`src/rtl/cirq_pkg.sv`:
```
package cirq_pkg;
    localparam int DATA_W   = 32;
    localparam int NUM_ENG  = 5;
    localparam int NUM_ERR  = 4;
    localparam int NUM_FLAG = 9;

    // compact flag index -> bit position in the enable/flag words
    localparam int FLAG_POS [NUM_FLAG] = '{0, 1, 8, 9, 16, 22, 23, 24, 25};
    // engine index -> compact index of its done flag
    localparam int DONE_IDX [NUM_ENG]  = '{0, 2, 4, 5, 7};
    // error source index -> compact index of its error flag
    localparam int ERR_IDX  [NUM_ERR]  = '{1, 3, 6, 8};

    typedef enum logic [1:0] {
        TGT_NONE,
        TGT_ENABLE,
        TGT_FLAG
    } reg_tgt_e;

    function automatic logic [DATA_W-1:0] impl_mask();
        logic [DATA_W-1:0] m;
        m = '0;
        for (int f = 0; f < NUM_FLAG; f++) m[FLAG_POS[f]] = 1'b1;
        return m;
    endfunction

    function automatic logic [DATA_W-1:0] spread(input logic [NUM_FLAG-1:0] c);
        logic [DATA_W-1:0] w;
        w = '0;
        for (int f = 0; f < NUM_FLAG; f++) w[FLAG_POS[f]] = c[f];
        return w;
    endfunction
endpackage

```
`src/rtl/cirq_done_sel.sv`:
```
module cirq_done_sel #(
    parameter int N = 5
) (
    input  logic [N-1:0] finish_i,
    input  logic [N-1:0] dma_mode_i,
    input  logic [N-1:0] cnt_hit_i,
    output logic [N-1:0] done_evt_o
);
    for (genvar e = 0; e < N; e++) begin : g_sel
        assign done_evt_o[e] = dma_mode_i[e] ? cnt_hit_i[e] : finish_i[e];
    end
endmodule

```
`src/rtl/cirq_flag_bit.sv`:
```
module cirq_flag_bit (
    input  logic clk,
    input  logic rst_n,
    input  logic set_i,
    input  logic clr_i,
    output logic q_o
);
    always_ff @(posedge clk or negedge rst_n) begin
        if (!rst_n)      q_o <= 1'b0;
        else if (set_i)  q_o <= 1'b1;   // set has priority over clear
        else if (clr_i)  q_o <= 1'b0;
    end
endmodule

```
`src/rtl/cirq_regfile.sv`:
```
module cirq_regfile
    import cirq_pkg::*;
#(
    parameter int ADDR_W   = 8,
    parameter int EN_OFS   = 0,
    parameter int FLAG_OFS = 4
) (
    input  logic                clk,
    input  logic                rst_n,
    input  logic                bus_wr,
    input  logic [ADDR_W-1:0]   bus_addr,
    input  logic [DATA_W-1:0]   bus_wdata,
    input  logic [NUM_FLAG-1:0] flag_i,
    output logic [NUM_FLAG-1:0] en_o,
    output logic [NUM_FLAG-1:0] clr_o,
    output logic [DATA_W-1:0]   bus_rdata
);
    localparam logic [DATA_W-1:0] MASK = impl_mask();

    reg_tgt_e          tgt;
    logic [NUM_FLAG-1:0] wbits;
    logic              unused_wbits;

    assign unused_wbits = ^(bus_wdata & ~MASK);

    always_comb begin
        tgt = TGT_NONE;
        if (bus_addr == ADDR_W'(EN_OFS))        tgt = TGT_ENABLE;
        else if (bus_addr == ADDR_W'(FLAG_OFS)) tgt = TGT_FLAG;
    end

    always_comb begin
        for (int f = 0; f < NUM_FLAG; f++) wbits[f] = bus_wdata[FLAG_POS[f]];
    end

    always_ff @(posedge clk or negedge rst_n) begin
        if (!rst_n)                             en_o <= '0;
        else if (bus_wr && tgt == TGT_ENABLE)   en_o <= wbits;
    end

    assign clr_o = (bus_wr && tgt == TGT_FLAG) ? wbits : '0;

    always_comb begin
        unique case (tgt)
            TGT_ENABLE: bus_rdata = spread(en_o);
            TGT_FLAG:   bus_rdata = spread(flag_i);
            default:    bus_rdata = '0;
        endcase
    end
endmodule

```
`src/rtl/crypto_irq_agg.sv`:
```
module crypto_irq_agg
    import cirq_pkg::*;
#(
    parameter int ADDR_W   = 8,
    parameter int EN_OFS   = 0,
    parameter int FLAG_OFS = 4
) (
    input  logic               clk,
    input  logic               rst_n,
    input  logic               bus_wr,
    input  logic [ADDR_W-1:0]  bus_addr,
    input  logic [31:0]        bus_wdata,
    output logic [31:0]        bus_rdata,
    input  logic [4:0]         eng_done,
    input  logic [4:0]         dma_mode,
    input  logic [4:0]         dma_cnt_hit,
    input  logic [3:0]         eng_err,
    output logic               irq
);
    logic [NUM_ENG-1:0]  done_evt;
    logic [NUM_FLAG-1:0] set_c;
    logic [NUM_FLAG-1:0] clr_c;
    logic [NUM_FLAG-1:0] flag_c;
    logic [NUM_FLAG-1:0] en_c;

    cirq_done_sel #(.N(NUM_ENG)) u_sel (
        .finish_i   (eng_done),
        .dma_mode_i (dma_mode),
        .cnt_hit_i  (dma_cnt_hit),
        .done_evt_o (done_evt)
    );

    always_comb begin
        set_c = '0;
        for (int e = 0; e < NUM_ENG; e++) set_c[DONE_IDX[e]] = done_evt[e];
        for (int k = 0; k < NUM_ERR; k++) set_c[ERR_IDX[k]]  = eng_err[k];
    end

    for (genvar f = 0; f < NUM_FLAG; f++) begin : g_flag
        cirq_flag_bit u_bit (
            .clk   (clk),
            .rst_n (rst_n),
            .set_i (set_c[f]),
            .clr_i (clr_c[f]),
            .q_o   (flag_c[f])
        );
    end

    cirq_regfile #(
        .ADDR_W   (ADDR_W),
        .EN_OFS   (EN_OFS),
        .FLAG_OFS (FLAG_OFS)
    ) u_regs (
        .clk       (clk),
        .rst_n     (rst_n),
        .bus_wr    (bus_wr),
        .bus_addr  (bus_addr),
        .bus_wdata (bus_wdata),
        .flag_i    (flag_c),
        .en_o      (en_c),
        .clr_o     (clr_c),
        .bus_rdata (bus_rdata)
    );

    assign irq = |(flag_c & en_c);
endmodule

```
`config.mk`:
```
export PLATFORM = sky130hd
export DESIGN_NAME = crypto_irq_agg
export DESIGN_NICKNAME = d
export VERILOG_FILES = /design/src/rtl/cirq_pkg.sv /design/src/rtl/cirq_done_sel.sv /design/src/rtl/cirq_flag_bit.sv /design/src/rtl/cirq_regfile.sv /design/src/rtl/crypto_irq_agg.sv
export SDC_FILE = /design/constraint.sdc
export NUM_CORES = 1
export LEC_CHECK = 0
export BUFFER_PORTS_ARGS = -buffer_cell sky130_fd_sc_hd__buf_2
export CAP_MARGIN = 0
export CORE_ASPECT_RATIO = 0.9
export CORE_MARGIN = 3
export CORE_UTILIZATION = 30
export CTS_CLUSTER_SIZE = 30
export DETAILED_ROUTE_END_ITERATION = 6
export PLACE_DENSITY_LB_ADDON = 0.3
export RECOVER_POWER = 25
export SLEW_MARGIN = 20
export SYNTH_ARGS = -nofsm -noshare
export SYNTH_HDL_FRONTEND = slang
export SYNTH_SLANG_ARGS = --single-unit
```
`constraint.sdc`:
```
create_clock -name clk -period 1.8 [get_ports clk]
set_input_delay 0.09 -clock clk [delete_from_list [all_inputs] [get_ports clk]]
set_output_delay 0.09 -clock clk [all_outputs]
set_load 0.05 [all_outputs]
```
-- Word level (Yosys, flattened, before mapping)
Index checks and enable logic that the tools add are counted.
- bits in registers: 18
- output and inout port bits: 33
- word-level logic and storage cells: 54
- reductions and logical operators: 13
- equal/unequal tests: 3
- muxes and demuxes: 27
- bitwise operators: 1
- operator list (cell ; count):
    $pmux W26 S2 ; 1
    $mux W1 ; 23
    $reduce_bool A2 Y1 ; 9
    $and A9 B9 Y9 ; 1
    $mux W9 ; 1
    $reduce_or A9 Y1 ; 1
    $eq A8 B3 Y1 const B ; 1
    $logic_not A8 Y1 ; 1
    $mux W2 ; 2
    $eq A2 B1 Y1 const B ; 1
    $eq A2 B2 Y1 const B ; 1
    $logic_and A1 B1 Y1 ; 2

-- Longest topological paths before layout
- depth after elaboration: 8
- gate-level depth with buffers: 4
- depth with buffers taken out: 3

-- Hierarchy
A second synthesis with hierarchy kept.
- cell total of the unflattened synthesis: 113
- area, all modules: 1208.7 sq um
- by module, submodules not included (module ; sequential area each (sq um) ; area an instance (sq um) ; cells each ; times used):
    cirq_regfile ; 225.2 ; 760.7 ; 76 ; 1
    cirq_flag_bit ; 25.0 ; 36.3 ; 3 ; 9
    cirq_done_sel ; 0.0 ; 75.1 ; 5 ; 1
    crypto_irq_agg ; 0.0 ; 46.3 ; 5 ; 1

-- Worst setup path after synthesis
OpenSTA, ideal clock, no wires.
- path kind: input to output
- start: input port bus_addr[5]
- end: output port bus_rdata[0]
- cell stages on the path: 4
- data arrival time: 1840 ps
- slack: -130 ps
- required time: 1710 ps
- cell sequence: or4_1 or4_1 buf_2 nor2_1
- longest elaborated chain between the ends: 5
- elaborated cells between the ends (all ways): 7
- those cells by class: 3 x eq/ne; 3 x mux; 1 x reduce/logical
- ends and longest elaborated chain (element ; RTL line ; RTL):
    from (decl) ; crypto_irq_agg.sv:11 ; input logic [ADDR_W-1:0] bus_addr,
    $eq A8 B3 Y1 ; cirq_regfile.sv:29 ; else if (bus_addr == ADDR_W'(FLAG_OFS)) tgt = TGT_FLAG;
    $mux W2 ; cirq_regfile.sv:29 ;
    $mux W2 * ; cirq_regfile.sv:28 ; if (bus_addr == ADDR_W'(EN_OFS)) tgt = TGT_ENABLE;
    $eq A2 B2 Y1 or $eq A2 B1 Y1 (tied branches) ; cirq_regfile.sv:44 ; unique case (tgt)
    $pmux W26 S2 * ; cirq_regfile.sv:44 ;
    to (decl) ; crypto_irq_agg.sv:13 ; output logic [31:0] bus_rdata,
Mark *: on every way between the ends. The rest lies on a longest branch, timed or not.

-- Worst setup path after layout
- start: input port bus_addr[5]
- end: output port bus_rdata[9]
Same word-level chain as after synthesis.

==> reports/qor.json <==
{
  "dp_hpwl_um": 2020,
  "ir_worst_vdd_uv": 713,
  "die-width_um": 71.0,
  "synth_top_cell_by_area": "dfrtp_1",
  "wl_um": 2610,
  "gr-usage-met2_pct": 19.2,
  "fin_util_pct": 42.0,
  "synthToLayoutAreaGrowth_pct": 29.2,
  "drt.antenna.violating_nets": 0,
  "initial_core_util_pct": 32.5,
  "worst_slew_margin_rel_pct": 37.1,
  "yosys_register_bits": 18,
  "globalRouteTotalUtil_pct": 10.9,
  "hold_depth": 2,
  "min_period_ns": 1.75,
  "globalRoute.busiestLayer": "met2",
  "p_per_area_nw_per_um2": 682,
  "setup-tns-final_ns": 0,
  "detail_route.iter0.violations": 24,
  "worst_r2r_path_depth": 1,
  "number_of_antenna_violations_at_the_first_check_in_global_routing": 0,
  "cts-root-to-sink-buffers": 2,
  "buffer_cell_driving_the_clock_tree_root": "clkbuf_8",
  "dieArea_um2": 4580,
  "path_clk_slew_ns": 0.07,
  "criticalPathCategory": "primary input to output port",
  "yosysWarningCount": 0,
  "layout_common_cells": "buf_2, conb_1, dfrtp_1",
  "p_seq_share_pct": 42.0,
  "critical_path_end_type": "output port",
  "numCtsBuffers": 3,
  "postCtsSetupBuffers": 0,
  "number_of_global_route_vias_before_repair": 903,
  "drt-wirelength-per-cell_um": 12.8,
  "buffer_ports.inserted": 48,
  "fmax_mhz": 571,
  "area.sequential_um2": 450,
  "switchingPower_mw": 0.326,
  "cts.sinks": 18,
  "avgSynthCellArea_um2": 10.8,
  "layout.nets": 222,
  "grt_setup_unrepaired": "true",
  "number_of_max_capacitance_violations_reported": 0,
  "timing.final.hold_violations": 0,
  "grt_total_ovfl": 0,
  "comb_power_share_pct": 25.7,
  "post-synth-top-area-fraction_pct": 39.5,
  "ys.flop_type": "dfrtp_1",
  "total_power_mw": 1.00,
  "rows": 20,
  "tritoncts": "built",
  "drt_first_pass_iters": 4,
  "globalplace.congestion": 0.729,
  "met3_capacity_usage_during_global_routing_pct": 4.03,
  "required_arrival_time_at_the_worst_endpoint_ns": 1.71,
  "part_of_the_total_power_dissipated_in_the_clock_network_pct": 32.3,
  "drive_gt1_share_pct": 44.7,
  "post_synth_inst_count": 106,
  "async_reset_ff_share_pct": 100,
  "floorplan_die_height_um": 64.5,
  "insertion_delay_ns": 0.25,
  "avgViaCountPerCell": 4.69,
  "multiInputGateArea_um2": 588,
  "use_met1_pct": 13.4,
  "layout_worst_path_cycle_share_pct": 97.2,
  "worstPathArrival_ns": 1.66,
  "power.leakage_nw": 0.705,
  "ys_seq_area_share_pct": 39.5,
  "synth.distinct_cells": 21,
  "fillCellCount": 350,
  "setup_violations": 0,
  "cell_internal_pwr_mw": 0.678,
  "top_level_ports": 95,
  "route.vias.total": 953,
  "final_common_cell": "buf_2",
  "grt_max_degree": 20,
  "drv_slew": 0,
  "timing.hold.worst.class": "primary input to flip-flop",
  "post-route-drc-count": 0,
  "synth_area_leaders": "dfrtp_1, buf_4, mux2_2",
  "cts.htree.levels": 1,
  "setup.worst_path.start_class": "primary input",
  "synth_edf_count": 0,
  "diodes": 0,
  "mappedNetlistArea_um2": 1140,
  "max_slew.worst_pin.slew_ns": 0.943,
  "first_pass_grt_wire_length_um": 4000,
  "switching_power_as_a_share_of_total_power_pct": 32.5,
  "critical_path.max_fanout": 9,
  "placeableCoreArea_um2": 3500,
  "outcome": "complete, no violations",
  "finClkSkew_ns": 0
}
-- critical path, cell delays in order --
cell and delay (ns):
buf_2 0.10, or4_1 0.53, or4_1 0.40, buf_4 0.19
nor2_1 0.10, clkbuf_4 0.23
-- path summary, 6_finish.rpt --
kind | endpoint | slack (ns) | from
max | bus_rdata[9] | 0.05 | bus_addr[5]
min | g_flag[8].u_bit.q_o | 0.02 | eng_err[3]
max reg2reg | g_flag[0].u_bit.q_o | 0.97 | g_flag[0].u_bit.q_o
min reg2reg | g_flag[8].u_bit.q_o | 0.51 | g_flag[8].u_bit.q_o
max in group asynchronous | g_flag[7].u_bit.q_o | 0.73 | rst_n
min in group asynchronous | g_flag[1].u_bit.q_o | 0.50 | rst_n
-- metrics by stage --
step	instances	cell area, um^2	hold WS (ns)	setup WS (ns)
detailed placement	198	1360	0.0420	-0.00158
global route	203	1470	0.00905	-0.00530
finish	203	1470	0.0153	0.0498
CTS	203	1430	0.00878	0.00655
floorplan	128	1220	-0.206	-0.130
global placement	198	1360	0.0361	-0.0142
-- sequential cells by signal (all words and copies together) (netlist names) --
name and cells:
g_flag.u_bit.q_o 9, u_regs.en_o 9
-- cell families (layout without fill, tap and decap cells) --
logic type,Yosys count,count (layout),synth area share [%]
flip-flops,18,18,39.5
buffers and inverters,27,58,17.0
AO/OA/AOI/OAI,13,13,10.1
other,1,23,0.329
multiplexers,18,18,16.8
AND/OR/NAND/NOR,29,29,16.2
-- layer usage --
metal  routed length [um]  part of all wire, %  vias to the layer above
met4                    0                    0                        0
met3                  209                  8.0                        0
li1                     -                    -                      452
met2                 1270                   49                       42
met5                    0                    0                        -
met1                 1120                   43                      459
-- timing repair --
| item | in CTS | in global routing |
|---|---|---|
| pin swaps | 0 | 0 |
| gates resized for setup | 3 | 19 |
| setup endpoints to repair | 3 | 9 |
| hold buffers | 1 | 0 |
| hold endpoints to repair | 18 | 0 |
-- power by group through the flow --
stage,clock network [mW],logic [mW],registers (mW)
2_1_floorplan,0,0.221,0.427
3_3_place_gp,0,0.253,0.429
3_5_place_dp,0,0.256,0.429
4_1_cts,0.334,0.258,0.422
5_1_grt,0.350,0.275,0.423
6_report,0.325,0.258,0.422
-- synth_stat cells (all sizes together), types with 2 or more instances --
| cell | count |
|---|---|
| buf | 26 |
| dfrtp | 18 |
| or4 | 2 |
| nor2b | 5 |
| mux2 | 9 |
| a221o | 5 |
| mux2i | 9 |
| nor2 | 9 |
| nand4 | 9 |
| a21o | 4 |
-- cell type report --
type                    instances  share of cell area [%]
clock buffers                   4                    3.74
multi-input cells              83                    39.9
flip-flops and latches         18                    30.6
well taps                      44                    3.74
repair buffers                 54                    22.0
No activity file was read; power rests on OpenSTA's default activity.
